--- config.mk ---
export PLATFORM = sky130hd
export DESIGN_NAME = lsAddrGen
export DESIGN_NICKNAME = d
export VERILOG_FILES = /design/src/rtl/lsag_pkg.sv /design/src/rtl/lsagCtrl.sv /design/src/rtl/lsagPath.sv /design/src/rtl/lsAddrGen.sv
export SDC_FILE = /design/constraint.sdc
export NUM_CORES = 1
export LEC_CHECK = 0
export ABC_AREA = 1
export BUFFER_PORTS_ARGS = -buffer_cell sky130_fd_sc_hd__buf_2
export CELL_PAD_IN_SITES_DETAIL_PLACEMENT = 1
export CELL_PAD_IN_SITES_GLOBAL_PLACEMENT = 1
export CORE_MARGIN = 10
export CORE_UTILIZATION = 40
export DETAILED_ROUTE_END_ITERATION = 7
export PLACE_DENSITY_LB_ADDON = 0.1
export SYNTH_ARGS = -nofsm -noshare
export SYNTH_HDL_FRONTEND = slang
export SYNTH_SLANG_ARGS = --single-unit
--- constraint.sdc ---
create_clock -name clk -period 1.64 [get_ports clk]
set_clock_uncertainty 0.15 [all_clocks]
set_input_delay 0.164 -clock clk [delete_from_list [all_inputs] [get_ports clk]]
set_output_delay 0.164 -clock clk [all_outputs]
set_load 0.01 [all_outputs]
--- src/rtl/lsag_pkg.sv ---
package lsag_pkg;
  // Strobes from control to datapath
  typedef struct packed {
    logic loadReq;   // capture a request this cycle
    logic selTwo;    // two-offset address
    logic selNeg;    // negated offset address
    logic selPost;   // post-update address
    logic fireWb;    // emit writeback next cycle
  } lsagCtl_t;
endpackage

--- src/rtl/lsagCtrl.sv ---
module lsagCtrl
  import lsag_pkg::*;
(
  input  logic        clk,
  input  logic        rstN,
  input  logic        inValid,
  input  logic        extEnable,
  input  logic [15:0] hwFirst,
  input  logic [15:0] hwSecond,
  input  logic        memDone,
  output lsagCtl_t    ctl
);
  logic isTwo, isFam, pending;

  always_comb begin
    isTwo = (hwFirst[15:12] == 4'b1100) && hwFirst[7];
    isFam = (hwFirst[15:10] == 6'b101001) && !hwFirst[9];
    ctl.loadReq = inValid && extEnable && (isTwo || isFam);
    ctl.selTwo  = isTwo;
    ctl.selNeg  = isFam && !hwSecond[11];
    ctl.selPost = isFam && hwSecond[11];
    ctl.fireWb  = pending && memDone;
  end

  always_ff @(posedge clk or negedge rstN) begin
    if (!rstN) pending <= 1'b0;
    else if (ctl.loadReq && ctl.selPost) pending <= 1'b1;
    else if (memDone) pending <= 1'b0;
  end

  // a pending writeback only starts from an accepted post-update input
  p_pend_from_post_r7: assert property (@(posedge clk) disable iff (!rstN)
    $rose(pending) |-> $past(inValid && extEnable && hwSecond[11]));
endmodule

--- src/rtl/lsagPath.sv ---
module lsagPath
  import lsag_pkg::*;
#(
  parameter int ADDR_W = 32
) (
  input  logic              clk,
  input  logic              rstN,
  input  lsagCtl_t          ctl,
  input  logic [15:0]       hwFirst,
  input  logic [15:0]       hwSecond,
  input  logic [ADDR_W-1:0] baseVal,
  input  logic [ADDR_W-1:0] offVal,
  input  logic              memDone,
  input  logic              extEnable,
  input  logic              inValid,
  output logic              outValid,
  output logic [ADDR_W-1:0] effAddr,
  output logic [1:0]        xferSize,
  output logic              isLoad,
  output logic [3:0]        rtIdx,
  output logic [3:0]        rnIdx,
  output logic [3:0]        rmIdx,
  output logic              wbValid,
  output logic [3:0]        wbIdx,
  output logic [ADDR_W-1:0] wbData
);
  localparam int IMM8_PAD = ADDR_W - 8;
  localparam int IMM4_PAD = ADDR_W - 4;

  logic [ADDR_W-1:0] scaledTwo, scaledPost, imm8Ext, imm4Ext;
  logic [ADDR_W-1:0] addrTwo, addrNeg, addrPost, addrSel, incNext;
  logic [ADDR_W-1:0] pendData;
  logic [3:0]        pendIdx;

  always_comb begin
    scaledTwo  = offVal << hwFirst[11:10];
    scaledPost = offVal << hwSecond[10:8];
    imm8Ext    = {{IMM8_PAD{1'b0}}, hwSecond[11:4]};
    imm4Ext    = {{IMM4_PAD{1'b0}}, hwSecond[7:4]};
    addrTwo    = hwFirst[9] ? (baseVal + scaledTwo + imm8Ext)
                            : (baseVal + scaledTwo - imm8Ext);
    addrNeg    = baseVal - offVal;
    addrPost   = baseVal + scaledPost;
    incNext    = offVal + imm4Ext;
    if (ctl.selTwo)      addrSel = addrTwo;
    else if (ctl.selNeg) addrSel = addrNeg;
    else                 addrSel = addrPost;
  end

  always_ff @(posedge clk or negedge rstN) begin
    if (!rstN) begin
      outValid <= 1'b0;
      effAddr  <= '0;
      xferSize <= '0;
      isLoad   <= 1'b0;
      rtIdx    <= '0;
      rnIdx    <= '0;
      rmIdx    <= '0;
      pendIdx  <= '0;
      pendData <= '0;
      wbValid  <= 1'b0;
      wbIdx    <= '0;
      wbData   <= '0;
    end else begin
      outValid <= ctl.loadReq;
      wbValid  <= ctl.fireWb;
      if (ctl.loadReq) begin
        effAddr  <= addrSel;
        xferSize <= hwFirst[6:5];
        isLoad   <= hwFirst[4];
        rnIdx    <= hwFirst[3:0];
        rtIdx    <= hwSecond[15:12];
        rmIdx    <= hwSecond[3:0];
        if (ctl.selPost) begin
          pendIdx  <= hwSecond[3:0];
          pendData <= incNext;
        end
      end
      if (ctl.fireWb) begin
        wbIdx  <= pendIdx;
        wbData <= pendData;
      end
    end
  end

  // a request only follows an enabled, valid input
  p_valid_gated_r9: assert property (@(posedge clk) disable iff (!rstN)
    outValid |-> $past(inValid && extEnable));
  // writeback only in the cycle after a completion pulse
  p_wb_after_done_r7: assert property (@(posedge clk) disable iff (!rstN)
    wbValid |-> $past(memDone));
  // negated offset address relation at the ports
  p_neg_addr_r5: assert property (@(posedge clk) disable iff (!rstN)
    (ctl.loadReq && ctl.selNeg) |=> (effAddr == $past(baseVal - offVal)));
  // format selects are mutually exclusive
  p_sel_excl_r2: assert property (@(posedge clk) disable iff (!rstN)
    $onehot0({ctl.selTwo, ctl.selNeg, ctl.selPost}));
endmodule

--- src/rtl/lsAddrGen.sv ---
module lsAddrGen
  import lsag_pkg::*;
#(
  parameter int ADDR_W = 32
) (
  input  logic              clk,
  input  logic              rstN,
  input  logic              inValid,
  input  logic              extEnable,
  input  logic [15:0]       hwFirst,
  input  logic [15:0]       hwSecond,
  input  logic [ADDR_W-1:0] baseVal,
  input  logic [ADDR_W-1:0] offVal,
  input  logic              memDone,
  output logic              outValid,
  output logic [ADDR_W-1:0] effAddr,
  output logic [1:0]        xferSize,
  output logic              isLoad,
  output logic [3:0]        rtIdx,
  output logic [3:0]        rnIdx,
  output logic [3:0]        rmIdx,
  output logic              wbValid,
  output logic [3:0]        wbIdx,
  output logic [ADDR_W-1:0] wbData
);
  lsagCtl_t ctl;

  lsagCtrl uCtrl (
    .clk(clk), .rstN(rstN), .inValid(inValid), .extEnable(extEnable),
    .hwFirst(hwFirst), .hwSecond(hwSecond), .memDone(memDone), .ctl(ctl)
  );

  lsagPath #(.ADDR_W(ADDR_W)) uPath (
    .clk(clk), .rstN(rstN), .ctl(ctl), .hwFirst(hwFirst), .hwSecond(hwSecond),
    .baseVal(baseVal), .offVal(offVal), .memDone(memDone),
    .extEnable(extEnable), .inValid(inValid),
    .outValid(outValid), .effAddr(effAddr), .xferSize(xferSize),
    .isLoad(isLoad), .rtIdx(rtIdx), .rnIdx(rnIdx), .rmIdx(rmIdx),
    .wbValid(wbValid), .wbIdx(wbIdx), .wbData(wbData)
  );
endmodule

==> results of run 1 <==
per-stage QoR:
stage	utilization, %	setup slack, ns	cell area, um2
3_5_place_dp	59.4	-3.44	19900
3_3_place_gp	59.4	-2.96	19900
2_1_floorplan	-	-2.34	14000
synth_stat cells (7+ instances only):
cell	n	area (um2)
a31oi_1	32	200
ha_1	100	1250
clkbuf_1	47	176
inv_1	214	803
xor2_1	64	561
nor2_1	159	597
xnor2_1	21	184
o21ai_0	217	1090
or2_2	17	106
o21ai_1	16	80.1
nand2_1	626	2350
nor3_1	28	140
mux2i_1	25	250
nor2_2	12	75.1
a21o_1	7	52.6
nand4_1	24	150
nand3_1	136	681
nand2_2	12	75.1
o21bai_1	15	113
a21oi_1	152	761
dfrtp_1	122	3050
nor4_1	8	50.1
buf_2	13	65.1
logic make-up after synthesis:
group | Yosys count
muxes | 25
and+or+nand+nor | 1038
buffers and inverters | 299
AOI/OAI and AO/OA | 475
adders and majority gates | 104
xor gates and xnor gates | 85
DFF | 122
==> results_dict.tcl, run 1 <==
set metrics [dict create \
    status "stopped before the end" \
    lastStage "4_1_cts" \
    toolErrorMsg "[ERROR DPL-0033] detailed placement checks failed during check placement." \
    place_inst 3333 \
    synth_area_um2 13500 \
    synthFlopType "dfrtp_1" \
    row_count 67 \
    dp_hpwl_um 66600 \
    avgSynthCellArea_um2 6.30 \
    postCtsHoldBufs 18 \
    synthSimpleGateAreaFrac_pct 32.4 \
    cts-root-buf "clkbuf_16" \
    synth_top_family_by_area "simple AND/OR/NAND/NOR gates" \
    cts_setup_buffers 56 \
    pin_count 186 \
    synth.distinct_cells 55 \
    cts.sinks 122 \
    synth-seq-area-share_pct 22.6 \
    die_x_um 204 \
    cts_buffer_depth 2 \
    synthAdderAreaFrac_pct 9.84 \
    start_util_pct 40.5 \
    cts_buffers 17 \
    syn_inst 2148 \
    syn-num-nets 2353 \
    synth_xor_area_share_pct 5.50 \
    htreeDepth 4 \
    gp_congestion 0.987 \
    synth.area.mux_share_pct 1.85 \
    io_buffer_count 184 \
    yosysWarnings 0 \
    cts_resized 491 \
    die_h_um 204 \
    synth_seq_cells 122 \
    synth_compound_area_share_pct 19.0 \
    synth-edff-count 0 \
    async_flop_share_pct 100 \
]
==> inputs of run 2 (changes only) <==
--- a/config.mk
+++ b/config.mk
@@ -7,12 +7,10 @@
 export LEC_CHECK = 0
 export ABC_AREA = 1
 export BUFFER_PORTS_ARGS = -buffer_cell sky130_fd_sc_hd__buf_2
-export CELL_PAD_IN_SITES_DETAIL_PLACEMENT = 1
-export CELL_PAD_IN_SITES_GLOBAL_PLACEMENT = 1
 export CORE_MARGIN = 10
-export CORE_UTILIZATION = 40
+export CORE_UTILIZATION = 25
 export DETAILED_ROUTE_END_ITERATION = 7
-export PLACE_DENSITY_LB_ADDON = 0.1
+export PLACE_DENSITY_LB_ADDON = 0.15
 export SYNTH_ARGS = -nofsm -noshare
 export SYNTH_HDL_FRONTEND = slang
 export SYNTH_SLANG_ARGS = --single-unit
==> run 2 against run 1 <==
The flow now finishes, with violations (negative setup slack). Synthesized area unchanged. Synthesized cell count unchanged.
==> results_dict.tcl, run 2 <==
set metrics [dict create \
    clk_pin_slew_ns 0.07 \
    crit_path_end_kind "flip-flop" \
    whs_ns 0.0314 \
    final_cell_area_um2 26000 \
    start_util_pct 25.2 \
    setup_viol 56 \
    cts_buffers 17 \
    grt_setup_unrepaired "yes" \
    synth-seq-area-share_pct 22.6 \
    row_count 85 \
    grt_max_degree 52 \
    num_vias 17701 \
    viasPerCell 4.71 \
    htreeDepth 4 \
    violations "negative setup slack" \
    synth_common_cells "nand2_1 (626), o21ai_0 (217), inv_1 (214)" \
    gp_congestion 0.884 \
    die_x_um 253 \
    synth_top_area_share_pct 22.6 \
    dr.pass1.iters 5 \
    hold_viol 0 \
    min_period_over_period_pct 230 \
    cp_max_fo 6 \
    pre_cts_ws_ns -3.03 \
    pwr_density_cell_nw_per_um2 876 \
    overflow 0 \
    fin_nets 3253 \
    status "finished with violations" \
    die_h_um 253 \
    drc 0 \
    drt_iter0_markers 912 \
    fin_total_pwr_uw 22800 \
    post-route-min-period_ns 3.77 \
    setup_slack_ns -2.13 \
    die-area_um2 63800 \
    fmax_mhz 265 \
    yosysMostFrequentCell "nand2_1" \
    dpl_cell_area_um2 20300 \
    synthFlopType "dfrtp_1" \
    synth_area_leaders "dfrtp_1 (23%), nand2_1 (17%), ha_1 (9.2%), o21ai_0 (8.0%), inv_1 (5.9%)" \
    synth_seq_cells 122 \
    cts-root-buf "clkbuf_16" \
    drive_gt1_share_pct 51.8 \
    synth_area_um2 13500 \
    cts.sinks 122 \
    core_area_um2 53700 \
    mostFrequentLayoutCells "buf_4 (621), nand2_1 (516), inv_1 (173), buf_2 (169), dfrtp_1 (122)" \
    final_max_slew_viol_count 0 \
    async_flop_share_pct 100 \
    ant_nets 0 \
    antenna_found_initial 4 \
    synth.distinct_cells 55 \
    cts_tree "built" \
    required_ns 1.89 \
    final_common_cell "buf_4" \
    synth-edff-count 0 \
    post-synth-top-area-cell "dfrtp_1" \
    grt_pass1_vias 17700 \
    crit_path_start_kind "primary input" \
    cap_violations 0 \
    io_buffer_count 184 \
    syn2layout_area_growth_pct 92.4 \
    path_class "in2reg" \
    routed_wl_um 67000 \
    dp_hpwl_um 52700 \
    grt_pass1_wl_um 99700 \
    yosysWarnings 0 \
    track_usage_pct 20.2 \
    cts_buffer_depth 2 \
    irDropWorstVdd_mv 0.856 \
    avgSynthCellArea_um2 6.30 \
    pin_count 186 \
    insertion_delay_ns 0.48 \
    worst_pin_slew_ns 1.03 \
    cp.arrival_ns 4.02 \
    relSlewSlack_pct 31.0 \
    hold_path.class "in2async" \
    wl_per_cell_um 17.8 \
    power.leakage_uw 0.0127 \
    syn-num-nets 2353 \
    largestRegisters "uPath.effAddr (32), uPath.pendData (32), uPath.wbData (32)" \
    syn_inst 2148 \
]
==> run 2: cell counts after synthesis <==
No cell type changed its count.
==> run 2: what timing repair did <==
item | 4_1_cts | 5_1_grt
pin swaps | 218 | 233
gates cloned | 5 | 3
hold endpoints to repair | 156 | 0
buffers inserted | 99 | 56
gates resized for setup | 513 | 411
hold buffers | 23 | 0
setup endpoints to repair | 85 | 83
==> run 2: per-layer routing <==
layer	wire length (um)	part of all wire, %	vias up	track usage, %
met3	2620	3.9	72	2.84
met2	32000	48	307	34.0
met5	9	0.013	-	0
met4	1690	2.5	2	5.82
met1	30700	46	8354	26.2
li1	-	-	8966	-
==> run 2: worst paths after layout <==
kind	startpoint	to	slack, ns	depth (start not counted)
min in group clk	offVal[7]	uPath.pendData[7]$_DFFE_PN0P_	0.04	4
hold reg to reg	uPath.rtIdx[0]$_DFFE_PN0P_	uPath.rtIdx[0]$_DFFE_PN0P_	0.32	2
setup reg to reg	uCtrl.pending$_DFFE_PN0P_	uPath.wbIdx[0]$_DFFE_PN0P_	0.25	4
setup / recovery	hwFirst[10]	uPath.effAddr[28]$_DFFE_PN0P_	-2.13	24
hold / removal	rstN	uPath.wbData[26]$_DFFE_PN0P_	0.03	2
max in group asynchronous	rstN	uPath.pendIdx[2]$_DFFE_PN0P_	0.69	3
==> run 2: layout make-up <==
type	instances	area, um2
clock buffers	18	439
multi-input cells	1727	12900
repair inverters	1	6.26
flip-flops and latches	122	3050
inverters	224	920
fillers	5284	27700
diodes	2	5.00
clock inverters	14	160
well taps	696	871
repair buffers	955	7670
==> run 2: power by group <==
group          switching, uW  internal [uW]
sequential               177           3370
clock                   1640           2300
combinational           7780           7530
==> run 2: logic make-up after synthesis <==
group / share of synthesized area [%]
buf+inv: 8.82
flops: 22.6
xor+xnor: 5.50
fa+ha+maj: 9.84
mux: 1.85
compound gates: 19.0
simple gates: 32.4
==> run 2: worst max-delay path: stages <==
cell and delay, ns:
buf_16 0.13, buf_6 0.12, o21ai_4 0.14, mux2i_1 0.11, ha_1 0.35, buf_6 0.14, a21o_1 0.16, a21oi_2 0.15
o21ai_2 0.10, a21oi_2 0.22, o21ai_4 0.09, a21boi_4 0.16, o21ai_2 0.09, xor2_1 0.22, ha_2 0.36, a21oi_1 0.19
o21ai_0 0.17, a21oi_1 0.17, o211ai_1 0.11, buf_4 0.16, a21o_1 0.18, a21oi_2 0.11, o21ai_1 0.07, a31oi_1 0.13
==> run 2: through the flow <==
step | setup TNS, ns | cells | util, %
2_1_floorplan | -59.07 | 2148 | -
3_3_place_gp | -125.64 | 3582 | 37.7
3_5_place_dp | -127.53 | 3582 | 37.7
4_1_cts | -52.99 | 3719 | 44.3
5_1_grt | -64.67 | 3758 | 48.5
6_report | -56.99 | 3759 | 48.5
(Power assumes the default switching activity.)
